### src/rtl/i2c_tgt_pkg.sv
package i2c_tgt_pkg;

  typedef enum logic [2:0] {
    ST_IDLE  = 3'd0,
    ST_ADDR  = 3'd1,
    ST_APEND = 3'd2,
    ST_AACK  = 3'd3,
    ST_TX    = 3'd4,
    ST_TACK  = 3'd5,
    ST_HOLD  = 3'd6,
    ST_SKIP  = 3'd7
  } tgt_state_e;

  localparam int BYTE_W = 8;
  localparam int ADDR_W = 7;

endpackage

### src/rtl/tgt_line_filter.sv
module tgt_line_filter #(
  parameter int FILT = 3
) (
  input  logic clk,
  input  logic rst_n,
  input  logic raw_i,
  output logic filt_o
);
  localparam int CW = $clog2(FILT + 1);

  logic       s1, s2;
  logic       filt_q;
  logic [CW-1:0] cnt;

  always_ff @(posedge clk or negedge rst_n) begin
    if (!rst_n) begin
      s1 <= 1'b1;
      s2 <= 1'b1;
    end else begin
      s1 <= raw_i;
      s2 <= s1;
    end
  end

  always_ff @(posedge clk or negedge rst_n) begin
    if (!rst_n) begin
      filt_q <= 1'b1;
      cnt    <= '0;
    end else if (s2 == filt_q) begin
      cnt <= '0;
    end else if (cnt == CW'(FILT - 1)) begin
      filt_q <= s2;
      cnt    <= '0;
    end else begin
      cnt <= cnt + 1'b1;
    end
  end

  assign filt_o = filt_q;

  generate
    if (FILT >= 3) begin : g_chk
      AST_FILT_MIN_WIDTH: assert property (@(posedge clk) disable iff (!rst_n)
        !$stable(filt_q) |-> ($past(s2, 1) == filt_q && $past(s2, 2) == filt_q &&
                              $past(s2, 3) == filt_q));
    end
  endgenerate

endmodule

### src/rtl/tgt_bus_events.sv
module tgt_bus_events (
  input  logic clk,
  input  logic rst_n,
  input  logic scl_f,
  input  logic sda_f,
  output logic start_o,
  output logic stop_o,
  output logic rise_o,
  output logic fall_o
);
  logic scl_q, sda_q;

  always_ff @(posedge clk or negedge rst_n) begin
    if (!rst_n) begin
      scl_q <= 1'b1;
      sda_q <= 1'b1;
    end else begin
      scl_q <= scl_f;
      sda_q <= sda_f;
    end
  end

  assign start_o = scl_f & scl_q & sda_q & ~sda_f;
  assign stop_o  = scl_f & scl_q & ~sda_q & sda_f;
  assign rise_o  = scl_f & ~scl_q;
  assign fall_o  = ~scl_f & scl_q;

endmodule

### src/rtl/tgt_addr_match.sv
module tgt_addr_match #(
  parameter int NADDR = 4,
  localparam int IW = (NADDR > 1) ? $clog2(NADDR) : 1
) (
  input  logic [6:0]         addr_i,
  input  logic               rw_i,
  input  logic [NADDR*7-1:0] own_addr_i,
  input  logic [NADDR-1:0]   own_en_i,
  output logic               match_o,
  output logic               gc_o,
  output logic [IW-1:0]      idx_o
);
  logic [NADDR-1:0] hit;

  function automatic logic [IW-1:0] lowest_set(input logic [NADDR-1:0] v);
    lowest_set = '0;
    for (int i = NADDR - 1; i >= 0; i--) begin
      if (v[i]) lowest_set = IW'(i);
    end
  endfunction

  generate
    for (genvar g = 0; g < NADDR; g++) begin : g_cmp
      assign hit[g] = own_en_i[g] && (own_addr_i[g*7 +: 7] == addr_i) && (addr_i != 7'h00);
    end
  endgenerate

  assign gc_o    = (addr_i == 7'h00) && !rw_i;
  assign match_o = (|hit) || gc_o;
  assign idx_o   = lowest_set(hit);

endmodule

### src/rtl/i2c_rd_target.sv
module i2c_rd_target
  import i2c_tgt_pkg::*;
#(
  parameter int NADDR = 4,
  parameter int FILT  = 3,
  localparam int IW = (NADDR > 1) ? $clog2(NADDR) : 1
) (
  input  logic               clk,
  input  logic               rst_n,
  input  logic               scl_i,
  input  logic               sda_i,
  output logic               scl_oe_o,
  output logic               sda_oe_o,
  input  logic [NADDR*7-1:0] own_addr_i,
  input  logic [NADDR-1:0]   own_en_i,
  input  logic [7:0]         tx_data_i,
  input  logic               tx_load_i,
  input  logic               irq_clr_i,
  output logic               irq_o,
  output logic [IW-1:0]      stat_idx_o,
  output logic               stat_gc_o,
  output logic               stat_dir_o,
  output logic               stat_nack_o
);
  logic scl_f, sda_f;
  logic bus_start, bus_stop, scl_rise, scl_fall;
  logic am_match, am_gc;
  logic [IW-1:0] am_idx;

  tgt_state_e  st;
  logic [BYTE_W-1:0] shr;
  logic [2:0]  bitc;
  logic        sda_oe_r, scl_oe_r;
  logic [BYTE_W-1:0] tx_buf;
  logic        tx_full;
  logic        irq_r;
  logic [IW-1:0] idx_r;
  logic        gc_r, dir_r, nack_r;

  // named internal events
  logic bus_evt;
  logic match_ev;
  logic fetch_pt;
  logic ack_sample;

  tgt_line_filter #(.FILT(FILT)) i_scl_flt (
    .clk(clk), .rst_n(rst_n), .raw_i(scl_i), .filt_o(scl_f));
  tgt_line_filter #(.FILT(FILT)) i_sda_flt (
    .clk(clk), .rst_n(rst_n), .raw_i(sda_i), .filt_o(sda_f));

  tgt_bus_events i_evt (
    .clk(clk), .rst_n(rst_n), .scl_f(scl_f), .sda_f(sda_f),
    .start_o(bus_start), .stop_o(bus_stop), .rise_o(scl_rise), .fall_o(scl_fall));

  tgt_addr_match #(.NADDR(NADDR)) i_match (
    .addr_i(shr[6:0]), .rw_i(sda_f), .own_addr_i(own_addr_i), .own_en_i(own_en_i),
    .match_o(am_match), .gc_o(am_gc), .idx_o(am_idx));

  assign bus_evt    = bus_start | bus_stop;
  assign match_ev   = !bus_evt && (st == ST_ADDR) && scl_rise && (bitc == 3'd7) && am_match;
  assign fetch_pt   = !bus_evt && ((scl_fall && ((st == ST_AACK && dir_r) ||
                                                 (st == ST_TACK && !nack_r))) ||
                                   (st == ST_HOLD));
  assign ack_sample = !bus_evt && (st == ST_TACK) && scl_rise;

  // bus state machine
  always_ff @(posedge clk or negedge rst_n) begin
    if (!rst_n) begin
      st       <= ST_IDLE;
      shr      <= '0;
      bitc     <= '0;
      sda_oe_r <= 1'b0;
      scl_oe_r <= 1'b0;
    end else if (bus_start) begin
      st       <= ST_ADDR;
      bitc     <= '0;
      sda_oe_r <= 1'b0;
      scl_oe_r <= 1'b0;
    end else if (bus_stop) begin
      st       <= ST_IDLE;
      sda_oe_r <= 1'b0;
      scl_oe_r <= 1'b0;
    end else if (fetch_pt) begin
      if (tx_full) begin
        shr      <= {tx_buf[6:0], 1'b0};
        sda_oe_r <= ~tx_buf[7];
        scl_oe_r <= 1'b0;
        bitc     <= '0;
        st       <= ST_TX;
      end else begin
        sda_oe_r <= 1'b0;
        scl_oe_r <= 1'b1;
        st       <= ST_HOLD;
      end
    end else begin
      case (st)
        ST_ADDR: if (scl_rise) begin
          shr  <= {shr[6:0], sda_f};
          bitc <= bitc + 3'd1;
          if (bitc == 3'd7) st <= am_match ? ST_APEND : ST_SKIP;
        end
        ST_APEND: if (scl_fall) begin
          sda_oe_r <= 1'b1;
          st       <= ST_AACK;
        end
        ST_AACK: if (scl_fall) begin
          sda_oe_r <= 1'b0;
          st       <= ST_SKIP;
        end
        ST_TX: if (scl_fall) begin
          if (bitc == 3'd7) begin
            sda_oe_r <= 1'b0;
            st       <= ST_TACK;
          end else begin
            sda_oe_r <= ~shr[7];
            shr      <= {shr[6:0], 1'b0};
            bitc     <= bitc + 3'd1;
          end
        end
        ST_TACK: if (scl_fall) st <= ST_SKIP;
        default: ;
      endcase
    end
  end

  // host data buffer
  always_ff @(posedge clk or negedge rst_n) begin
    if (!rst_n) begin
      tx_buf  <= '0;
      tx_full <= 1'b0;
    end else if (tx_load_i) begin
      tx_buf  <= tx_data_i;
      tx_full <= 1'b1;
    end else if (fetch_pt && tx_full) begin
      tx_full <= 1'b0;
    end
  end

  // status and interrupt
  always_ff @(posedge clk or negedge rst_n) begin
    if (!rst_n) begin
      irq_r  <= 1'b0;
      idx_r  <= '0;
      gc_r   <= 1'b0;
      dir_r  <= 1'b0;
      nack_r <= 1'b0;
    end else begin
      if (match_ev) irq_r <= 1'b1;
      else if (irq_clr_i) irq_r <= 1'b0;
      if (match_ev) begin
        idx_r  <= am_idx;
        gc_r   <= am_gc;
        dir_r  <= sda_f;
        nack_r <= 1'b0;
      end else if (ack_sample) begin
        nack_r <= sda_f;
      end
    end
  end

  assign sda_oe_o    = sda_oe_r;
  assign scl_oe_o    = scl_oe_r;
  assign irq_o       = irq_r;
  assign stat_idx_o  = idx_r;
  assign stat_gc_o   = gc_r;
  assign stat_dir_o  = dir_r;
  assign stat_nack_o = nack_r;

  AST_IRQ_CAUSE: assert property (@(posedge clk) disable iff (!rst_n)
    $rose(irq_r) |-> $past(match_ev));
  AST_SDA_MOVES_SCL_LOW: assert property (@(posedge clk) disable iff (!rst_n)
    !$stable(sda_oe_r) |-> !$past(scl_f));
  AST_HOLD_STARTS_LOW: assert property (@(posedge clk) disable iff (!rst_n)
    $rose(scl_oe_r) |-> !scl_f);
  AST_NO_GC_READ_ACK: assert property (@(posedge clk) disable iff (!rst_n)
    (st == ST_AACK) |-> !(gc_r && dir_r));
  AST_SKIP_QUIET: assert property (@(posedge clk) disable iff (!rst_n)
    (st == ST_SKIP) |-> (!sda_oe_r && !scl_oe_r));
  AST_IDLE_RELEASED: assert property (@(posedge clk) disable iff (!rst_n)
    (st == ST_IDLE) |-> (!sda_oe_r && !scl_oe_r));

endmodule

### config.mk
export PLATFORM = sky130hd
export DESIGN_NAME = i2c_rd_target
export DESIGN_NICKNAME = d
export VERILOG_FILES = /design/src/rtl/i2c_tgt_pkg.sv /design/src/rtl/tgt_line_filter.sv /design/src/rtl/tgt_bus_events.sv /design/src/rtl/tgt_addr_match.sv /design/src/rtl/i2c_rd_target.sv
export SDC_FILE = /design/constraint.sdc
export NUM_CORES = 1
export LEC_CHECK = 0
export BUFFER_PORTS_ARGS = -buffer_cell sky130_fd_sc_hd__buf_2
export CAP_MARGIN = 40
export CELL_PAD_IN_SITES_DETAIL_PLACEMENT = 1
export CELL_PAD_IN_SITES_GLOBAL_PLACEMENT = 1
export CORE_MARGIN = 8
export CORE_UTILIZATION = 46
export DETAILED_ROUTE_END_ITERATION = 12
export HOLD_SLACK_MARGIN = 0.1
export PLACE_DENSITY_LB_ADDON = 0.1
export SYNTH_ARGS = -nofsm -noshare
export SYNTH_HDL_FRONTEND = slang
export SYNTH_HIERARCHICAL = 1
export SYNTH_SLANG_ARGS = --single-unit
### constraint.sdc
create_clock -name clk -period 8.6 [get_ports clk]
set_input_delay 0.86 -clock clk [delete_from_list [all_inputs] [get_ports clk]]
set_output_delay 0.86 -clock clk [all_outputs]
set_load 0.02 [all_outputs]
* Word-level counts from Yosys, hierarchy flattened
Cells that the tools add are included.
** Storage, ports and cells
- Output and inout port bits :: 8
- Word-level logic and storage cells :: 171
- Register bits :: 43
** Cells by class
- Eq/ne operators :: 31
- Reductions and logical operators :: 44
- Muxes and demuxes :: 53
- Add/subtract/negate cells :: 3
- Bitwise gates (word level) :: 18
** Operators with widths (count)
- $mux W3 :: 17
- $mux W8 :: 5
- $eq A7 B7 Y1 :: 4
- $ne A5 B5 Y1 const B :: 5
- $logic_and A1 B1 Y1 :: 20
- $mux W1 :: 18
- $mux W2 :: 9
- $pmux W8 S2 :: 1
- $reduce_and A7 Y1 :: 2
- $reduce_bool A7 Y1 :: 2
- $eq A3 B3 Y1 const B :: 4
- $ne A3 B3 Y1 const B :: 4
- $ne A4 B4 Y1 const B :: 3
- $pmux W3 S4 :: 1
- $not A1 Y1 :: 10
- $and A1 B1 Y1 :: 7
- $logic_not A7 Y1 :: 1
- $eq A3 B2 Y1 const B :: 2
- $pmux W3 S2 :: 1
- $reduce_and A6 Y1 :: 1
- $reduce_bool A2 Y1 :: 3
- $reduce_bool A3 Y1 :: 2
- $reduce_bool A6 Y1 :: 1
- $ne A5 B1 Y1 const B :: 1
- other kinds (16) :: 25

* Logic depth before layout (Yosys ltp)
Gate-level depths: netlist (run 1).
- Depth in word-level cells :: 12
- Gate-level depth with buffers :: 10

* Modules after synthesis
Netlist (run 1), hierarchy kept.
** By module, submodules not included
- i2c_rd_target :: cells each 162, area an instance 1712.9 um^2, sequential area each 775.7 um^2, times used 1
- tgt_addr_match :: cells each 56, area an instance 426.7 um^2, sequential area each 0.0 um^2, times used 1
- tgt_line_filter :: cells each 10, area an instance 178.9 um^2, sequential area each 128.9 um^2, times used 2
- tgt_bus_events :: cells each 6, area an instance 87.6 um^2, sequential area each 52.6 um^2, times used 1

* Worst setup path before layout (run 1)
OpenSTA, ideal clock, no wires.
- Path type :: flip-flop to flip-flop
- From :: register shr[4]
- To :: register dir_r (netlist: stat_dir_o)
- Path buffers :: 1
- Stages on the path, launching flop included :: 10
- Data arrival time :: 2643 ps
- Path slack :: 5832 ps
- Required time :: 8475 ps
- Library setup time :: 125 ps
- Cell sequence :: dfrtp_1 > buf_6 > or4_4 > nor4_4 > nor3_1 > nor2_2 > or4b_1 > nor4bb_1 > nand4_1 > mux2_2
** On the way
- Longest elaborated chain between the ends :: 6
** RTL lines
- from (decl) :: RTL line i2c_rd_target.sv:31 : logic [BYTE_W-1:0] shr;
- from (signal assigned) :: RTL line i2c_rd_target.sv:85 : shr <= {tx_buf[6:0], 1'b0};
- from (signal assigned) :: RTL line i2c_rd_target.sv:98 : shr <= {shr[6:0], sda_f};
- from (signal assigned) :: RTL line i2c_rd_target.sv:116 : shr <= {shr[6:0], 1'b0};
- $eq A7 B7 Y1 :: RTL line tgt_addr_match.sv:24 : assign hit[g] = own_en_i[g] && (own_addr_i[g*7 +: 7] == addr_i) && (addr_i != 7'h00);
- $logic_and A1 B1 Y1 (2 in series) :: RTL line tgt_addr_match.sv:24
- $reduce_or A4 Y1 :: RTL line tgt_addr_match.sv:29 : assign match_o = (|hit) || gc_o;
- $logic_or A1 B1 Y1 * :: RTL line tgt_addr_match.sv:29
- net am_match :: RTL line i2c_rd_target.sv:27 : logic am_match, am_gc;
- $logic_and A1 B1 Y1 * :: RTL line i2c_rd_target.sv:60 : assign match_ev = !bus_evt && (st == ST_ADDR) && scl_rise && (bitc == 3'd7) && am_match;
- to (signal assigned) :: RTL line i2c_rd_target.sv:145 : dir_r <= 1'b0;
- to (signal assigned) :: RTL line i2c_rd_target.sv:153 : dir_r <= sda_f;
- to (decl) :: RTL line i2c_rd_target.sv:38 : logic gc_r, dir_r, nack_r;
Mark *: on every way through the listed nets, which the timed path passes. The rest lies on a longest branch.
A chain may end at the register's enable or synchronous reset.

* Final worst setup path (run 1)
- From :: register shr[4]
- To :: register idx_r[1] (netlist: stat_idx_o[1])
** RTL lines
- $eq A7 B7 Y1 :: RTL line tgt_addr_match.sv:24
- $logic_and A1 B1 Y1 (2 in series) :: RTL line tgt_addr_match.sv:24
- $reduce_or A4 Y1 :: RTL line tgt_addr_match.sv:29
- $logic_or A1 B1 Y1 * :: RTL line tgt_addr_match.sv:29
- net am_match :: RTL line i2c_rd_target.sv:27
- $logic_and A1 B1 Y1 * :: RTL line i2c_rd_target.sv:60
- to (signal assigned) :: RTL line i2c_rd_target.sv:151 : idx_r <= am_idx;
- to (decl) :: RTL line i2c_rd_target.sv:37 : logic [IW-1:0] idx_r;
Marks and branches as above.

==> results.toml, run 1 <==
[floorplanning]
die-height_um = 90.97
initial_utilization_pct = 47.23
core_area_sq_mm = 0.005473
ios = 54
die_area_sq_mm = 0.008275
rows = 27
die_w_um = 90.97

[global_routing]
grt_pass1_wl_mm = 11.20
overflow = 0
grt_max_degree = 32
grt_pass1_vias = 2190
antenna_found_initial = 0
track_usage_pct = 16.43

[sta]
timing.slew.headroom_pct = 58.53
fin_crit_sh_pct = 34.60
tightest_slew_ns = 0.6221
max_freq_mhz = 336.1
period_minus_slack_ns = 2.976
clock_skew_ns = 0.009644
holdWs_ns = 0.3597
grt_setup_unrepaired = "false"
hold_viol = 0
setup_slack_ns = 5.624
slew_violations = 0
tns_ns = 0
setup_viol = 0

[final_layout]
syn2layout_area_growth_pct = 14.81
layout.nets = 336
diodes = 0
layout-drive-gt1-share_pct = 33.91
post-route-util_pct = 54.23

[place]
port_buffers = 53
detailed_place_hpwl_mm = 5.040
gp_congestion = 0.8289
pre_cts_ws_ns = 5.628

[power]
power.density_mw_per_mm2 = 293.9
peakVddDrop_mv = 0.1361
power.total_uw = 872.3
leakagePower_uw = 0.001268

[clock_network]
cts.htree.levels = 2
cts-root-buf = "clkbuf_8"
holdBufCountCts = 0
cts_tree = "built"
cts_buffers = 5
clock_sinks = 43
clkSlewWorstSetupHoldPaths_ns = 0.09
cts_setup_buffers = 0
clkLatencyLatePin_ns = 0.31
cts_resized = 0
cts_buffer_depth = 2

[route]
drc = 0
ant_nets = 0
first_pass_iters = 4
routed_wl_mm = 6.619
vias_per_cell = 5.715
wl_per_cell_um = 18.34
drtIter0Drc = 82
vias = 2063

[yosys]
synth.net_count = 292
synth_area_sq_mm = 0.002585
synth-main-ff-cell = "dfrtp_1"
synth_warnings = 6
synth-seq-cells = 43
synthCells = 244
yosys.area.top_type = "dfrtp_1"
avgSynthCellArea_sq_um = 10.59
ys_types = 58
yosysTopAreaCellShare_pct = 33.88
ys_seq_area_share_pct = 42.01
async_reset_ff_share_pct = 100.0
synthTopCellsByArea = "dfrtp_1, xnor2_1, dfstp_2, mux2_2, nand4_1"
synth_edf_count = 0

[worst_setup_path]
cp_data_required_time_ns = 8.80
endpoint_kind = "flip-flop"
cp-start-kind = "flip-flop"
path_class = "flip-flop to flip-flop"
r2r.worst_path.cells = 8
critPathMaxFanout = 7
crit_path_end = "stat_idx_o[1]"
r2r_end = "stat_idx_o[1]"
arrival_ns = 3.17
critPathLaunch = "shr[4]"
r2r-start = "shr[4]"
r2r_slack_ns = 5.62

[worst_hold_path]
hold_start = "i_scl_flt/s1"
hold_class = "flip-flop to flip-flop"

[run_status]
status = "completed"

[run]
cap_viol_max_count = 0
## cell usage after synthesis, drive strengths merged (2+ instances only)
library cell,n
nand2,6
nor2,8
o2bb2ai,3
clkbuf,8
and4b,2
nor4b,2
or3,2
buf,9
a21oi,5
nor4bb,2
nor3,11
nand4bb,2
o21ai,11
a31oi,7
nor4,8
nand3,9
nand2b,4
o41ai,2
xnor2,30
ha,2
dfrtp,35
mux2,15
inv,5
nand4,10
dfstp,8
o211ai,2
nor3b,2
nor2b,8
a211oi,5
mux2i,3
## logic make-up (layout without fill, tap and decap cells)
| group | Yosys count | in the layout | share of synthesized area [%] |
|---|---|---|---|
| fa+ha+maj | 2 | 2 | 0.9679 |
| flops | 43 | 43 | 42.01 |
| mux | 18 | 18 | 8.132 |
| simple gates | 86 | 86 | 22.65 |
| buf+inv | 22 | 67 | 4.259 |
| xor+xnor | 31 | 31 | 10.50 |
| compound gates | 42 | 42 | 11.47 |
## cell usage in the layout (no fill, tap or decap), drive strengths merged, types with 6 or more instances in the layout
cell / n
dfstp: 8
buf: 54
nand4: 10
nor2b: 8
nor4: 8
mux2: 15
a31oi: 7
nor2: 8
o21ai: 11
nand3: 9
nand2: 6
xnor2: 30
dfrtp: 35
clkbuf: 6
nor3: 11
## final cells by class
cell class	instances	area, sq um
inverters	5	18.77
flip-flops and latches	43	1086
clock buffers	6	82.58
repair buffers	54	285.3
multi-input cells	179	1389
clock inverters	2	16.27
fillers	639	2505
well taps	72	90.09
## where the power goes
part           internal (uW)  leakage (uW)  total [uW]  switching, uW
registers                270      0.000512         388            119
logic                    176      0.000709         341            165
clock network           65.6     0.0000474         142           76.8
## metal layers
layer  track usage [%]  wire (um)  part of all wire (%)  vias up
met2             25.33       3109                    47       41
met3             4.609        293                   4.4       11
met1             21.44       3110                    47     1025
met4             6.003        106                   1.6        0
li1                  -          -                     -      986
met5                 0          0                     0        -
## state kept, by name, summed over array words and instances (netlist names), 2 cells and up
| signal | count |
|---|---|
| bitc | 3 |
| i_scl_flt/cnt | 2 |
| i_sda_flt/cnt | 2 |
| shr | 8 |
| st | 3 |
| stat_idx_o | 2 |
| tx_buf | 8 |
## worst max-delay path, cell delays in order (launching register included)
cell	delay (ns)
dfrtp_1	0.49
or4_4	0.59
nor4_4	0.26
nor3_1	0.14
nor2_2	0.12
or4b_1	0.48
nor4bb_1	0.16
nand4_1	0.24
mux2_2	0.37
## how the worst min path moves through the flow
stage / to / cells past startpoint
6_report: i_scl_flt/s2 / 0
5_1_grt: i_scl_flt/s2 / 0
4_1_cts: i_scl_flt/s2 / 0
3_5_place_dp: i_scl_flt/s2 / 0
3_3_place_gp: i_scl_flt/s2 / 0
2_1_floorplan: i_scl_flt/s2 / 0
## stage by stage
stage | cell area (sq um) | cells
after floorplan | 2585 | 244
after global placement | 2849 | 352
after detailed placement | 2869 | 353
after CTS | 2968 | 361
after global routing | 2968 | 361
final | 2968 | 361
No activity file was read; power rests on OpenSTA's default activity.
==> run 2, diff against run 1 <==
CORE_UTILIZATION = 38   (was 46)
clock period = 2.6 ns   (was 8.6 ns; I/O delays follow)
==> run 2 against run 1 <==
Against the previous run:
- the flow now finishes with violations (setup timing)
- die area up 17%
- design area increased by 9.1%
- critical path depth is 1 higher
- final cell count grew 9.4%
- utilization shrank 5.8 points
- register-to-register slack worse by 5.8 ns
- sequential share of layout area shrank 3.1 points
- wire length rose by 2.3%
- largest cell class unchanged
- largest power group is now combinational logic
==> results.toml, run 2 (synthesis results as in run 1) <==
[power]
sw_frac_of_total_pct = 39.12
p_sw_uw = 1227
leakagePower_uw = 0.001404
power.density_mw_per_mm2 = 968.7
power_frac_clock_pct = 16.8
p_comb_share_pct = 45.2
p_seq_share_pct = 37.9
peakVddDrop_mv = 0.3641
intPower_uw = 1910

[sta]
grt_setup_unrepaired = "true"
max_freq_mhz = 354.9
hold_viol = 0
tightest_slew_ns = 0.5920
slew_violations = 0
fin_crit_sh_pct = 108.4
period_minus_slack_ns = 2.818
setup_slack_ns = -0.2181
setup_viol = 6
clock_skew_ns = 0.004660
timing.slew.headroom_pct = 60.54

[place]
gp_congestion = 0.8036
pre_cts_ws_ns = -0.2071
port_buffers = 53
detailed_place_hpwl_mm = 5.285
place_inst = 381

[run]
cap_viol_max_count = 0

[run_status]
violations = "setup timing"
status = "finished, violations left"

[clock_network]
cts-root-buf = "clkbuf_8"
cts.htree.levels = 2
clkLatencyLatePin_ns = 0.30
cts_buffers = 5
cts_tree = "built"
cts_buffer_depth = 2
clock_sinks = 43
clkSlewWorstSetupHoldPaths_ns = 0.08

[global_routing]
antenna_found_initial = 0
overflow = 0
track_usage_pct = 14.32
grt_max_degree = 23
grt_pass1_vias = 2305
grt_pass1_wl_mm = 11.39

[worst_setup_path]
cp-start-kind = "flip-flop"
max_stage_delay_ns = 0.54
path_class = "flip-flop to flip-flop"
critPathMaxFanout = 5
r2r_slack_ns = -0.22
cp_data_required_time_ns = 2.78
endpoint_kind = "flip-flop"
cpMaxStageDelayCell = "or4_4"
arrival_ns = 3.00
crit_chain = "or4_4 > nor4_4 > buf_4 > nor3_4 > nor2_2 > or4b_4 > nor4bb_4 > nand4_1 > mux2_2"

[final_layout]
layout-drive-gt1-share_pct = 40.32
reg_top3 = "shr x8, tx_buf x8"
diodes = 0
syn2layout_area_growth_pct = 25.27
layout_commonest_cell = "buf_2"
layout.nets = 362
layout_common_cells = "buf_2, dfrtp_1, xnor2_1, buf_4, mux2_2"
post-route-util_pct = 48.46
fin_cells = 395

[floorplanning]
ios = 54
die_area_sq_mm = 0.009697
initial_utilization_pct = 38.69
die_w_um = 98.48
rows = 30
die-height_um = 98.48
core_area_sq_mm = 0.006681

[route]
drtIter0Drc = 57
drc = 0
vias = 2169
first_pass_iters = 4
vias_per_cell = 5.491
routed_wl_mm = 6.772
wl_per_cell_um = 17.14
ant_nets = 0

[worst_hold_path]
hold_class = "primary input to flip-flop"
-- run 2: cell types whose count changed in the layout (fill, tap and decap cells not counted), sizes merged --
cell,before,now
buf,54,77
dlygate4sd3,0,3
bufinv,0,1
clkinv,1,0
-- run 2: area by class of cell --
| type | instances | area (sq um) |
|---|---|---|
| Clock buffer | 6 | 72.57 |
| Timing Repair Buffer | 80 | 495.5 |
| Clock inverter | 2 | 37.54 |
| Fill cell | 778 | 3443 |
| Inverter | 5 | 18.77 |
| Sequential cell | 43 | 1086 |
| Tap cell | 80 | 100.1 |
| Multi-Input combinational cell | 179 | 1428 |
-- run 2: repair_timing --
item	4_1_cts	5_1_grt
setup buffers	2	2
setup endpoints to repair	7	7
hold buffers	3	0
pin swaps	0	1
resized for setup	1	9
gates cloned	0	0
endpoints found under the hold margin	16	0
-- run 2: routing by layer --
metal	wire [um]	vias up	track usage, %
met5	0	-	0
met4	68	0	3.896
met3	262	6	3.030
met2	3103	50	22.50
met1	3338	1077	19.35
li1	-	1036	-
-- run 2: path summary, 6_finish.rpt --
check                           depth (start not counted)          from      endpoint
worst max-delay path                                    9        shr[4]    stat_dir_o
worst min-delay path                                    2     irq_clr_i         irq_o
worst max register to register                          9        shr[4]    stat_dir_o
worst min register to register                          0  i_scl_flt/s1  i_scl_flt/s2
max in group asynchronous                               3         rst_n  i_sda_flt/s2
min in group asynchronous                               2         rst_n      sda_oe_o
-- run 2: stage by stage --
stage | instance area [sq um] | power (uW) | hold slack [ns] | setup TNS [ns]
finish | 3238 | 3137 | 0.1294 | -0.9579
global route | 3238 | 3371 | 0.1192 | -1.858
CTS | 3197 | 3148 | 0.1331 | -0.7967
detailed placement | 3037 | 2599 | 0.2760 | -0.9813
global placement | 3009 | 2563 | 0.3458 | -0.5406
floorplan | 2585 | 2172 | -0.03559 | -0.6709
-- run 2: critical path, delay by kind of cell (launching register included) --
kind | cells | cell delay, ns
simple gates | 7 | 1.76
buf+inv | 1 | 0.19
mux | 1 | 0.37
flops | 1 | 0.39
-- run 2: power groups by stage --
stage / registers, uW / logic [uW] / clock network, uW
floorplan: 1070 / 1110 / 0
global placement: 1180 / 1380 / 0
detailed placement: 1200 / 1400 / 0
CTS: 1180 / 1410 / 552
global route: 1230 / 1570 / 571
finish: 1190 / 1420 / 529
==> run 3, diff against run 2 <==
MAX_ROUTING_LAYER = met4   (was not set)
==> run 3 against run 2 <==
Against the previous run:
- the flow still finishes with violations (setup timing)
- flip-flop and latch count unchanged
- wire length barely moved
- worst setup slack better by 0.0028 ns
- worst hold slack barely moved
- via count did not move
- final cell count is the same
- register-to-register slack barely moved
- sequential power hardly changed
- critical path type unchanged
- largest power group unchanged
==> results.toml, run 3 (synthesis results as in run 1) <==
[run_status]
status = "finished, violations left"
violations = "setup timing"

[global_routing]
antenna_found_initial = 0
overflow = 0
grt_max_degree = 23
track_usage_pct = 14.72
grt_pass1_wl_mm = 11.39
grt_pass1_vias = 2305

[power]
peakVddDrop_mv = 0.3641
power.total_uw = 3137
power.density_mw_per_mm2 = 968.7
leakagePower_uw = 0.001404

[worst_setup_path]
r2r.worst_path.cells = 9
path_class = "flip-flop to flip-flop"
crit_chain = "or4_4 > nor4_4 > buf_4 > nor3_4 > nor2_2 > or4b_4 > nor4bb_4 > nand4_1 > mux2_2"
r2r_end = "stat_dir_o"
endpoint_kind = "flip-flop"
arrival_ns = 3.00
r2r-start = "shr[4]"
r2r_slack_ns = -0.22
cpMaxStageDelayCell = "or4_4"
critPathMaxFanout = 5
cp-start-kind = "flip-flop"
critical_path.top_delay_family = "simple AND/OR/NAND/NOR gates"
max_stage_delay_ns = 0.54
cp_data_required_time_ns = 2.78
worst-path-buf-inv = 1

[run]
cap_viol_max_count = 0

[sta]
setup_viol = 6
holdWs_ns = 0.1294
timing.slew.headroom_pct = 60.53
max_freq_mhz = 355.2
tns_ns = -0.9534
setup_slack_ns = -0.2153
clock_skew_ns = 0.004685
grt_setup_unrepaired = "true"
period_minus_slack_ns = 2.815
slew_violations = 0
tightest_slew_ns = 0.5921
fin_crit_sh_pct = 108.3
hold_viol = 0

[route]
wl_per_cell_um = 17.14
routed.top_layer = "met4"
drtIter0Drc = 55
vias_per_cell = 5.491
drc = 0
wl_met1_mm = 3.338
first_pass_iters = 4
vias = 2169
dr_wl_met2_mm = 3.102
routed_wl_mm = 6.771
route.met3.wl_um = 261
ant_nets = 0

[clock_network]
cts-root-buf = "clkbuf_8"
clkLatencyLatePin_ns = 0.30
clock_sinks = 43
cts.htree.levels = 2
cts_tree = "built"
clkSlewWorstSetupHoldPaths_ns = 0.08
cts_buffers = 5
cts_buffer_depth = 2

[final_layout]
layout_commonest_cell = "buf_2"
post-route-util_pct = 48.46
diodes = 0
layout-drive-gt1-share_pct = 40.32
syn2layout_area_growth_pct = 25.27
layout.nets = 362
reg_top3 = "shr x8, tx_buf x8"
layout_common_cells = "buf_2, dfrtp_1, xnor2_1, buf_4, mux2_2"
nFillCells = 778

[place]
detailed_place_hpwl_mm = 5.285
port_buffers = 53
gp_congestion = 0.8152
pre_cts_ws_ns = -0.2071

[floorplanning]
ios = 54
die_area_sq_mm = 0.009697
rows = 30
die_w_um = 98.48
die-height_um = 98.48
initial_utilization_pct = 38.69
core_area_sq_mm = 0.006681

[worst_hold_path]
min_to = "irq_o"
hold_class = "primary input to flip-flop"
min_path_cells = 2
hold_start = "irq_clr_i"
==> run 3: cell counts in the layout (fill, tap and decap cells not counted) <==
Identical to the previous run, type by type.
==> run 3: routing by layer <==
| layer | up-vias | global-route usage (%) |
|---|---|---|
| li1 | 1036 | - |
| met1 | 1077 | 19.35 |
| met2 | 50 | 22.50 |
| met3 | 6 | 3.030 |
| met4 | 0 | 3.896 |
| met5 | - | - |
==> run 3: area by class of cell <==
cell class | count | area [sq um] | area share (%)
clock inverter | 2 | 37.54 | 1.159
tap | 80 | 100.1 | 3.091
multi-input combinational | 179 | 1428 | 44.09
sequential | 43 | 1086 | 33.54
timing repair buffer | 80 | 495.5 | 15.30
clock buffer | 6 | 72.57 | 2.241
inverter | 5 | 18.77 | 0.5796
==> run 3: per-stage QoR <==
| stage | instances | cell area, sq um |
|---|---|---|
| 2_1_floorplan | 244 | 2585 |
| 3_3_place_gp | 380 | 3009 |
| 3_5_place_dp | 381 | 3037 |
| 4_1_cts | 394 | 3197 |
| 5_1_grt | 395 | 3238 |
| 6_report | 395 | 3238 |
==> run 3: worst max-delay path by stage <==
stage,slack (ns),end,depth (start not counted),startpoint
after floorplan,-0.17,stat_dir_o,9,shr[4]
after global placement,-0.14,stat_gc_o,8,shr[4]
after detailed placement,-0.21,stat_gc_o,8,shr[4]
after CTS,-0.18,stat_gc_o,9,shr[4]
after global routing,-0.34,stat_dir_o,9,shr[4]
final,-0.22,stat_dir_o,9,shr[4]
==> run 3: worst reg2reg max path, cell delays in order, from the launching register on <==
cell,delay [ns]
dfrtp_1,0.39
or4_4,0.54
nor4_4,0.16
buf_4,0.19
nor3_4,0.05
nor2_2,0.12
or4b_4,0.47
nor4bb_4,0.18
nand4_1,0.24
mux2_2,0.37
==> run 3: timing repair <==
item                                   in CTS  in global routing
hold buffers                                3                  0
setup buffers                               2                  2
resized for setup                           1                  9
endpoints found under the hold margin      16                  0
pin swaps                                   0                  1
setup endpoints to repair                   7                  7
gates cloned                                0                  0
==> run 3: where the power goes <==
part	leakage, uW	switching [uW]	internal, uW
Sequential	0.000512	297	893
Combinational	0.000841	688	730
Clock	0.0000514	242	287
